### src/rtl/xlat_tlb_pkg.sv
package xlat_tlb_pkg;

  // Table entry flag layout; the refill path and the write-back path agree on it.
  localparam int FLAG_W  = 8;
  localparam int FL_PRES = 0;
  localparam int FL_KRW  = 1;
  localparam int FL_URW  = 3;
  localparam int FL_REF  = 5;
  localparam int FL_DIRT = 6;
  localparam int FL_CACH = 7;

  typedef enum logic [1:0] {
    ST_IDLE,
    ST_FETCH,
    ST_WBACK,
    ST_FAULT
  } refill_st_e;

  // 00 none, 01 read only, 1x read/write
  function automatic logic rights_ok(input logic [1:0] rw, input logic is_write);
    if (rw == 2'b00) return 1'b0;
    if (is_write) return rw[1];
    return 1'b1;
  endfunction

endpackage

### src/rtl/xlat_tlb_entries.sv
module xlat_tlb_entries
  import xlat_tlb_pkg::*;
#(
  parameter int ENTRIES = 4,
  parameter int VPN_W   = 20,
  parameter int PID_W   = 4,
  parameter int PPN_W   = 20,
  localparam int IX_W   = $clog2(ENTRIES),
  localparam int PTE_W  = PPN_W + FLAG_W
) (
  input  logic               clk,
  input  logic               rst_n,
  input  logic               flush,
  input  logic [VPN_W-1:0]   lk_vpn,
  input  logic [PID_W-1:0]   lk_pid,
  output logic [ENTRIES-1:0] hit_vec,
  output logic [IX_W-1:0]    hit_idx,
  output logic [PPN_W-1:0]   hit_ppn,
  output logic [1:0]         hit_krw,
  output logic [1:0]         hit_urw,
  input  logic               ins_en,
  input  logic [IX_W-1:0]    ins_idx,
  input  logic [PTE_W-1:0]   ins_pte,
  input  logic               touch_en,
  input  logic [IX_W-1:0]    touch_idx,
  input  logic               touch_dirty,
  input  logic [IX_W-1:0]    rd_idx,
  output logic [VPN_W-1:0]   rd_vpn,
  output logic [PID_W-1:0]   rd_pid,
  output logic [PTE_W-1:0]   rd_pte,
  output logic [ENTRIES-1:0] valid_vec
);

  logic [VPN_W-1:0]    e_vpn [ENTRIES];
  logic [PID_W-1:0]    e_pid [ENTRIES];
  logic [PPN_W-1:0]    e_ppn [ENTRIES];
  logic [FLAG_W-1:1]   e_fl  [ENTRIES];

  // Valid bits: flush wins over a same-cycle install.
  always_ff @(posedge clk or negedge rst_n) begin
    if (!rst_n) begin
      valid_vec <= '0;
    end else if (flush) begin
      valid_vec <= '0;
    end else if (ins_en) begin
      valid_vec[ins_idx] <= 1'b1;
    end
  end

  always_ff @(posedge clk) begin
    for (int i = 0; i < ENTRIES; i++) begin
      if (ins_en && ins_idx == IX_W'(i)) begin
        e_vpn[i] <= lk_vpn;
        e_pid[i] <= lk_pid;
        e_ppn[i] <= ins_pte[PTE_W-1:FLAG_W];
        e_fl[i]  <= ins_pte[FLAG_W-1:1];
      end else if (touch_en && touch_idx == IX_W'(i)) begin
        e_fl[i][FL_REF] <= 1'b1;
        if (touch_dirty) e_fl[i][FL_DIRT] <= 1'b1;
      end
    end
  end

  always_comb begin
    hit_idx = '0;
    hit_ppn = '0;
    hit_krw = '0;
    hit_urw = '0;
    for (int i = 0; i < ENTRIES; i++) begin
      hit_vec[i] = valid_vec[i] && (e_vpn[i] == lk_vpn) && (e_pid[i] == lk_pid);
      if (hit_vec[i]) begin
        hit_idx = IX_W'(i);
        hit_ppn = hit_ppn | e_ppn[i];
        hit_krw = hit_krw | e_fl[i][FL_KRW+1:FL_KRW];
        hit_urw = hit_urw | e_fl[i][FL_URW+1:FL_URW];
      end
    end
  end

  assign rd_vpn = e_vpn[rd_idx];
  assign rd_pid = e_pid[rd_idx];
  assign rd_pte = {e_ppn[rd_idx], e_fl[rd_idx], 1'b1};

endmodule

### src/rtl/xlat_tlb_victim.sv
module xlat_tlb_victim #(
  parameter int ENTRIES = 4,
  localparam int IX_W   = $clog2(ENTRIES)
) (
  input  logic               clk,
  input  logic               rst_n,
  input  logic [ENTRIES-1:0] valid_vec,
  input  logic               advance,
  output logic [IX_W-1:0]    victim_idx,
  output logic               full
);

  logic [IX_W-1:0] rr_q;

  always_ff @(posedge clk or negedge rst_n) begin
    if (!rst_n) rr_q <= '0;
    else if (advance) rr_q <= (rr_q == IX_W'(ENTRIES - 1)) ? '0 : rr_q + 1'b1;
  end

  // Lowest free slot first; the pointer only matters when none is free.
  always_comb begin
    full       = &valid_vec;
    victim_idx = rr_q;
    for (int i = ENTRIES - 1; i >= 0; i--) begin
      if (!valid_vec[i]) victim_idx = IX_W'(i);
    end
  end

endmodule

### src/rtl/xlat_tlb_refill.sv
module xlat_tlb_refill
  import xlat_tlb_pkg::*;
#(
  parameter int PTE_W = 28
) (
  input  logic             clk,
  input  logic             rst_n,
  input  logic             miss,
  input  logic             full,
  input  logic             rd_valid,
  input  logic [PTE_W-1:0] rd_data,
  input  logic             wr_ack,
  output logic             idle,
  output logic             rd_req,
  output logic             wr_req,
  output logic             fault_resp,
  output logic             install,
  output logic [PTE_W-1:0] ins_pte
);

  refill_st_e      st_q, st_d;
  logic [PTE_W-1:0] pte_q;

  always_ff @(posedge clk or negedge rst_n) begin
    if (!rst_n) begin
      st_q  <= ST_IDLE;
      pte_q <= '0;
    end else begin
      st_q <= st_d;
      if (st_q == ST_FETCH && rd_valid) pte_q <= rd_data;
    end
  end

  always_comb begin
    st_d = st_q;
    unique case (st_q)
      ST_IDLE:  if (miss) st_d = ST_FETCH;
      ST_FETCH: if (rd_valid) begin
        if (!rd_data[FL_PRES]) st_d = ST_FAULT;
        else if (full)         st_d = ST_WBACK;
        else                   st_d = ST_IDLE;
      end
      ST_WBACK: if (wr_ack) st_d = ST_IDLE;
      ST_FAULT: st_d = ST_IDLE;
      default:  st_d = ST_IDLE;
    endcase
  end

  assign idle       = (st_q == ST_IDLE);
  assign rd_req     = (st_q == ST_FETCH);
  assign wr_req     = (st_q == ST_WBACK);
  assign fault_resp = (st_q == ST_FAULT);
  assign install    = (rd_req && rd_valid && rd_data[FL_PRES] && !full) || (wr_req && wr_ack);
  assign ins_pte    = wr_req ? pte_q : rd_data;

endmodule

### src/rtl/xlat_tlb.sv
module xlat_tlb
  import xlat_tlb_pkg::*;
#(
  parameter int ENTRIES = 4,
  parameter int VPN_W   = 20,
  parameter int OFF_W   = 12,
  parameter int PID_W   = 4,
  parameter int PPN_W   = 20,
  localparam int PA_W   = PPN_W + OFF_W,
  localparam int VA_W   = VPN_W + OFF_W,
  localparam int PTE_W  = PPN_W + FLAG_W,
  localparam int IX_W   = $clog2(ENTRIES)
) (
  input  logic             clk,
  input  logic             rst_n,
  input  logic             flush,
  input  logic [PA_W-1:0]  table_base,
  input  logic             req_valid,
  input  logic [VA_W-1:0]  req_vaddr,
  input  logic             req_write,
  input  logic             req_kernel,
  input  logic [PID_W-1:0] cur_pid,
  output logic             resp_valid,
  output logic [PA_W-1:0]  resp_paddr,
  output logic             page_fault,
  output logic             prot_fault,
  output logic             mem_rd_req,
  output logic [PA_W-1:0]  mem_rd_addr,
  input  logic             mem_rd_valid,
  input  logic [PTE_W-1:0] mem_rd_data,
  output logic             mem_wr_req,
  output logic [PA_W-1:0]  mem_wr_addr,
  output logic [PTE_W-1:0] mem_wr_data,
  input  logic             mem_wr_ack
);

  // Table location of an entry: one word per {process, page} pair.
  function automatic logic [PA_W-1:0] entry_addr(input logic [PA_W-1:0] base,
                                                 input logic [PID_W-1:0] pid,
                                                 input logic [VPN_W-1:0] vpn);
    return base + (PA_W'({pid, vpn}) << 2);
  endfunction

  logic [VPN_W-1:0]   req_vpn;
  logic [OFF_W-1:0]   req_off;
  logic [ENTRIES-1:0] hit_vec, valid_vec;
  logic [IX_W-1:0]    hit_idx, victim_idx;
  logic [PPN_W-1:0]   hit_ppn;
  logic [1:0]         hit_krw, hit_urw, use_rw;
  logic [VPN_W-1:0]   vic_vpn;
  logic [PID_W-1:0]   vic_pid;
  logic [PTE_W-1:0]   ins_pte;
  logic               idle, full, install, fault_resp;
  logic               lookup_hit, lookup_miss, access_ok, touch_en;

  assign req_vpn = req_vaddr[VA_W-1:OFF_W];
  assign req_off = req_vaddr[OFF_W-1:0];

  xlat_tlb_entries #(
    .ENTRIES(ENTRIES), .VPN_W(VPN_W), .PID_W(PID_W), .PPN_W(PPN_W)
  ) u_entries (
    .clk, .rst_n, .flush,
    .lk_vpn(req_vpn), .lk_pid(cur_pid),
    .hit_vec, .hit_idx, .hit_ppn, .hit_krw, .hit_urw,
    .ins_en(install), .ins_idx(victim_idx), .ins_pte,
    .touch_en, .touch_idx(hit_idx), .touch_dirty(req_write),
    .rd_idx(victim_idx), .rd_vpn(vic_vpn), .rd_pid(vic_pid), .rd_pte(mem_wr_data),
    .valid_vec
  );

  xlat_tlb_victim #(.ENTRIES(ENTRIES)) u_victim (
    .clk, .rst_n, .valid_vec,
    .advance(install && full),
    .victim_idx, .full
  );

  xlat_tlb_refill #(.PTE_W(PTE_W)) u_refill (
    .clk, .rst_n,
    .miss(lookup_miss), .full,
    .rd_valid(mem_rd_valid), .rd_data(mem_rd_data), .wr_ack(mem_wr_ack),
    .idle, .rd_req(mem_rd_req), .wr_req(mem_wr_req),
    .fault_resp, .install, .ins_pte
  );

  assign lookup_hit  = idle && req_valid && (|hit_vec);
  assign lookup_miss = idle && req_valid && !(|hit_vec) && !flush;
  assign use_rw      = req_kernel ? hit_krw : hit_urw;
  assign access_ok   = rights_ok(use_rw, req_write);
  assign touch_en    = lookup_hit && access_ok;

  assign resp_valid  = lookup_hit || fault_resp;
  assign page_fault  = fault_resp;
  assign prot_fault  = lookup_hit && !access_ok;
  assign resp_paddr  = touch_en ? {hit_ppn, req_off} : '0;

  assign mem_rd_addr = entry_addr(table_base, cur_pid, req_vpn);
  assign mem_wr_addr = entry_addr(table_base, vic_pid, vic_vpn);

endmodule

### config.mk
export PLATFORM = sky130hd
export DESIGN_NAME = xlat_tlb
export DESIGN_NICKNAME = d
export VERILOG_FILES = /design/src/rtl/xlat_tlb_pkg.sv /design/src/rtl/xlat_tlb_entries.sv /design/src/rtl/xlat_tlb_victim.sv /design/src/rtl/xlat_tlb_refill.sv /design/src/rtl/xlat_tlb.sv
export SDC_FILE = /design/constraint.sdc
export NUM_CORES = 1
export LEC_CHECK = 0
export BUFFER_PORTS_ARGS = -buffer_cell sky130_fd_sc_hd__buf_2
export CAP_MARGIN = 30
export CORE_ASPECT_RATIO = 2
export CORE_UTILIZATION = 48
export DETAILED_ROUTE_END_ITERATION = 8
export GPL_ROUTABILITY_DRIVEN = 0
export PLACE_DENSITY = 0.72
export SYNTH_ARGS = -nofsm -noshare
export SYNTH_HDL_FRONTEND = slang
export SYNTH_SLANG_ARGS = --single-unit
### constraint.sdc
create_clock -name clk -period 4.3 [get_ports clk]
set_input_delay 0.43 -clock clk [delete_from_list [all_inputs] [get_ports clk]]
set_output_delay 0.43 -clock clk [all_outputs]
set_load 0.05 [all_outputs]
==> summary.txt <==
Placed design
  • Post-Place Cell Area: 16200 sq um
  • Post-detail-place hpwl: 33700 um
  • Place WS: -136 ps
  • Placed Instances: roughly 2.0k
  • I/O Buffers: 225

Routing
  • Initial drt markers: 1083
  • Vias: about 13k
  • WL per Instance: about 24 um
  • Metal2 WL: 25300 um
  • Routed Wire Length: 48300 um
  • Vias per cell: 6.11
  • Routed Antenna Nets: 0
  • Initial DRT Pass Iterations: 7
  • # DRC: 0
  • Metal1 wirelength: 15200 um
  • Met3 WL: 3100 um
  • Top layer in use: met4

Hold path
  • Worst hold path class: primary input to flip-flop
  • Worst hold path startpoint: mem_rd_data[23]

Timing
  • Endpoints failing hold: 0
  • Slew headroom: 33.4%
  • Final Max Slew Viols: 0
  • Fin Setup TNS: -4350 ps
  • RSZ-0062 raised after global routing: true
  • Setup WS post-layout: -506 ps
  • Worst-Margin Slew: 997 ps
  • Setup Skew: 27.8 ps
  • Fmax: 208 MHz
  • Fin crit share: 112%
  • Post-route minimum period: 4810 ps
  • Final setup viols: 18

Floorplanning
  • Core Box Area: 29100 sq um
  • # IOs: roughly 230
  • Width of the chip: around 120 um
  • Total die area: 30400 sq um
  • Die height: 246 um
  • Initial Util: 49.0%
  • # rows: 88

Synthesis
  • Synth Warn #: 0
  • Synth top area share: a little over two fifths
  • FF+latch count, synth: 239
  • Top FF cell, synth: edfxtp_1
  • Ranking of synthesized cells by area: edfxtp_1 43%, xnor2_1 6.3%, dfrtp_1 6.1%
  • Mapped Cells: 1376
  • Mapped Nets: 1531
  • Async SR Flop Fraction: 14.6%
  • Post-synth EDFFs: 202
  • Post-synthesis sequential area ratio: 49.0%
  • Largest area contributor in the netlist: edfxtp_1
  • Mapped Area: 14200 sq um
  • Cell variety after synth: 74
  • Syn_area_per_cell: 10.4 sq um

Clock tree
  • Num CTS Buffers: 21
  • Maximum clock path buffer count: 3
  • Clk_lat worst skew: around 540 ps
  • CTS clk-pin slew, worst paths: 80 ps
  • Clk sinks: 239
  • Root buffer cell: clkbuf_16
  • H-tree depth: 1
  • TritonCTS clock tree: built

Layout
  • P&R area growth vs syn: 27.9%
  • # fillers: 2291
  • Finished Cell Area: 18200 sq um
  • Antenna cell count: 0
  • Reg area: around 7000 sq um
  • Multi-input logic area: 7530 sq um
  • Layout cells sized above 1: 34.2%
  • Final std cells w/o fill: 2053
  • Fin nets: around 1.8k

Global routing
  • GRT Overall Usage: 31.7%
  • Largest net degree at the start of global routing: 36
  • GRT overflow: 0
  • Vias in the first global route: 12.8k
  • First-pass GRT wire length: between 70000 and 80000 um
  • Initial antenna violation count: 0

Power
  • VDD IR-drop max: 436 uV
  • Pwr Total: around 0.009 W
  • P per Cell Area: 496 nW/um^2
  • Leakage power: 7.19 nW

Setup path
  • Required time worst endpoint: 3870 ps
  • Worst setup EP type: output pin
  • FF-to-FF Start: u_entries.e_vpn[3][6]$_DFFE_PP_
  • Worst setup startpoint: u_victim.rr_q[1]$_DFFE_PN0P_
  • Setup crit start kind: flip-flop
  • CP Max Fanout: 4
  • Arrival @ worst endpoint: between 4000 and 5000 ps
  • Kind of critical path: flip-flop to output pin

Run status
  • Failing checks: setup timing
  • Status: finished with violations

Job
  • Max-Cap Viols: 0
## cells by family after synthesis
| family | synth area share, % |
|---|---|
| simple gates | 16.5 |
| compound gates | 13.8 |
| flops | 49.0 |
| xor+xnor | 9.40 |
| buf+inv | 4.25 |
| fa+ha+maj | 4.58 |
| mux | 2.43 |
| other cells | 0.0263 |
## worst paths after layout
kind / end / slack [ps] / cells past startpoint
max in group asynchronous: u_refill.pte_q[8]$_DFFE_PN0P_ / 3630 / 3
setup reg to reg: u_entries.e_fl[1][5]$_DFFE_PP_ / 1070 / 9
hold reg to reg: u_refill.pte_q[25]$_DFFE_PN0P_ / 480 / 2
setup / recovery: mem_wr_addr[28] / -510 / 20
hold / removal: u_refill.pte_q[23]$_DFFE_PN0P_ / 100 / 3
min in group asynchronous: u_refill.pte_q[23]$_DFFE_PN0P_ / 210 / 2
## flip-flops by register name, summed over array words and instances, names as in the netlist
register / count
u_entries.e_pid: 16
u_victim.rr_q: 2
u_entries.e_ppn: 80
u_refill.pte_q: 27
u_entries.valid_vec: 4
u_entries.e_fl: 28
u_entries.e_vpn: 80
u_refill.st_q: 2
## worst max-delay path, cell delays in order (launching register included)
cell and delay [ps]:
dfrtp_2 450, buf_6 140, nand2_4 50, nand2_2 50
nand4_1 170, nor2_2 120, nor3_4 220, buf_4 150
ha_4 130, fa_2 220, a21o_1 170, a21oi_2 70
nand2b_4 160, a311oi_4 420, o211ai_1 160, buf_4 180
buf_6 120, a21o_4 220, and2_4 160, a311o_2 330
buf_8 150
## final cells by class
type                    instances  share of cell area (%)
clock inverters                13                   0.913
clock buffers                  25                    3.02
well taps                     360                    2.47
inverters                      41                   0.844
multi-input cells            1009                    41.3
flip-flops and latches        239                    38.3
repair buffers                366                    13.2
## cell usage in the layout, fill, tap and decap left out, types with 27 or more instances in the layout
cell / count
a21oi_1: 62
a222oi_1: 27
a22oi_1: 40
buf_2: 205
buf_4: 124
buf_6: 29
dfrtp_1: 33
edfxtp_1: 202
ha_1: 44
inv_1: 38
mux2_2: 29
nand2_1: 184
nand3_1: 30
nand4_1: 55
nor2_1: 81
nor3_1: 32
xnor2_1: 86
xnor2_2: 27
## power by group
group          internal, W  switching [W]
combinational      0.00141        0.00267
clock              0.00112       0.000899
sequential         0.00281       0.000138
total              0.00533        0.00371
## what timing repair did
item                       in CTS  in global routing
hold endpoints to repair        0                 35
setup endpoints to repair      18                 54
gates resized for setup       134                 71
buffers inserted               49                 13
cloned                          2                  0
hold buffers                    0                  1
pin swaps                      52                 38
## synthesized netlist by cell type (all sizes together) (5+ instances only)
master and count:
dfrtp 35, o211ai 8, a21oi 69, o21bai 9, nand2b 12, o22ai 27
nor4 10, inv 40, nand4 55, clkbuf 47, ha 49, a2111oi 5
and3 5, nor3 48, xor2 24, and2 9, nor2b 6, a222oi 27
xnor2 117, a22oi 40, nor3b 5, mux2 29, nand2 191, nor2 111
o21ai 32, buf 40, nand3 33, a31oi 5, a21o 17, edfxtp 202
## metrics by stage
step | hold slack [ps] | util (%)
finish | 96.0 | 62.7
global route | 101 | 62.7
CTS | 70.2 | 61.2
detailed placement | 458 | 55.7
global placement | 451 | 55.7
floorplan | 134 | -
## metal layers
metal  up-vias  track usage (%)
li1       5696                -
met1      5970             29.6
met2       656             56.2
met3       228             6.61
met4         0             28.4
met5         -                0
No activity file was read; power rests on OpenSTA's default activity.
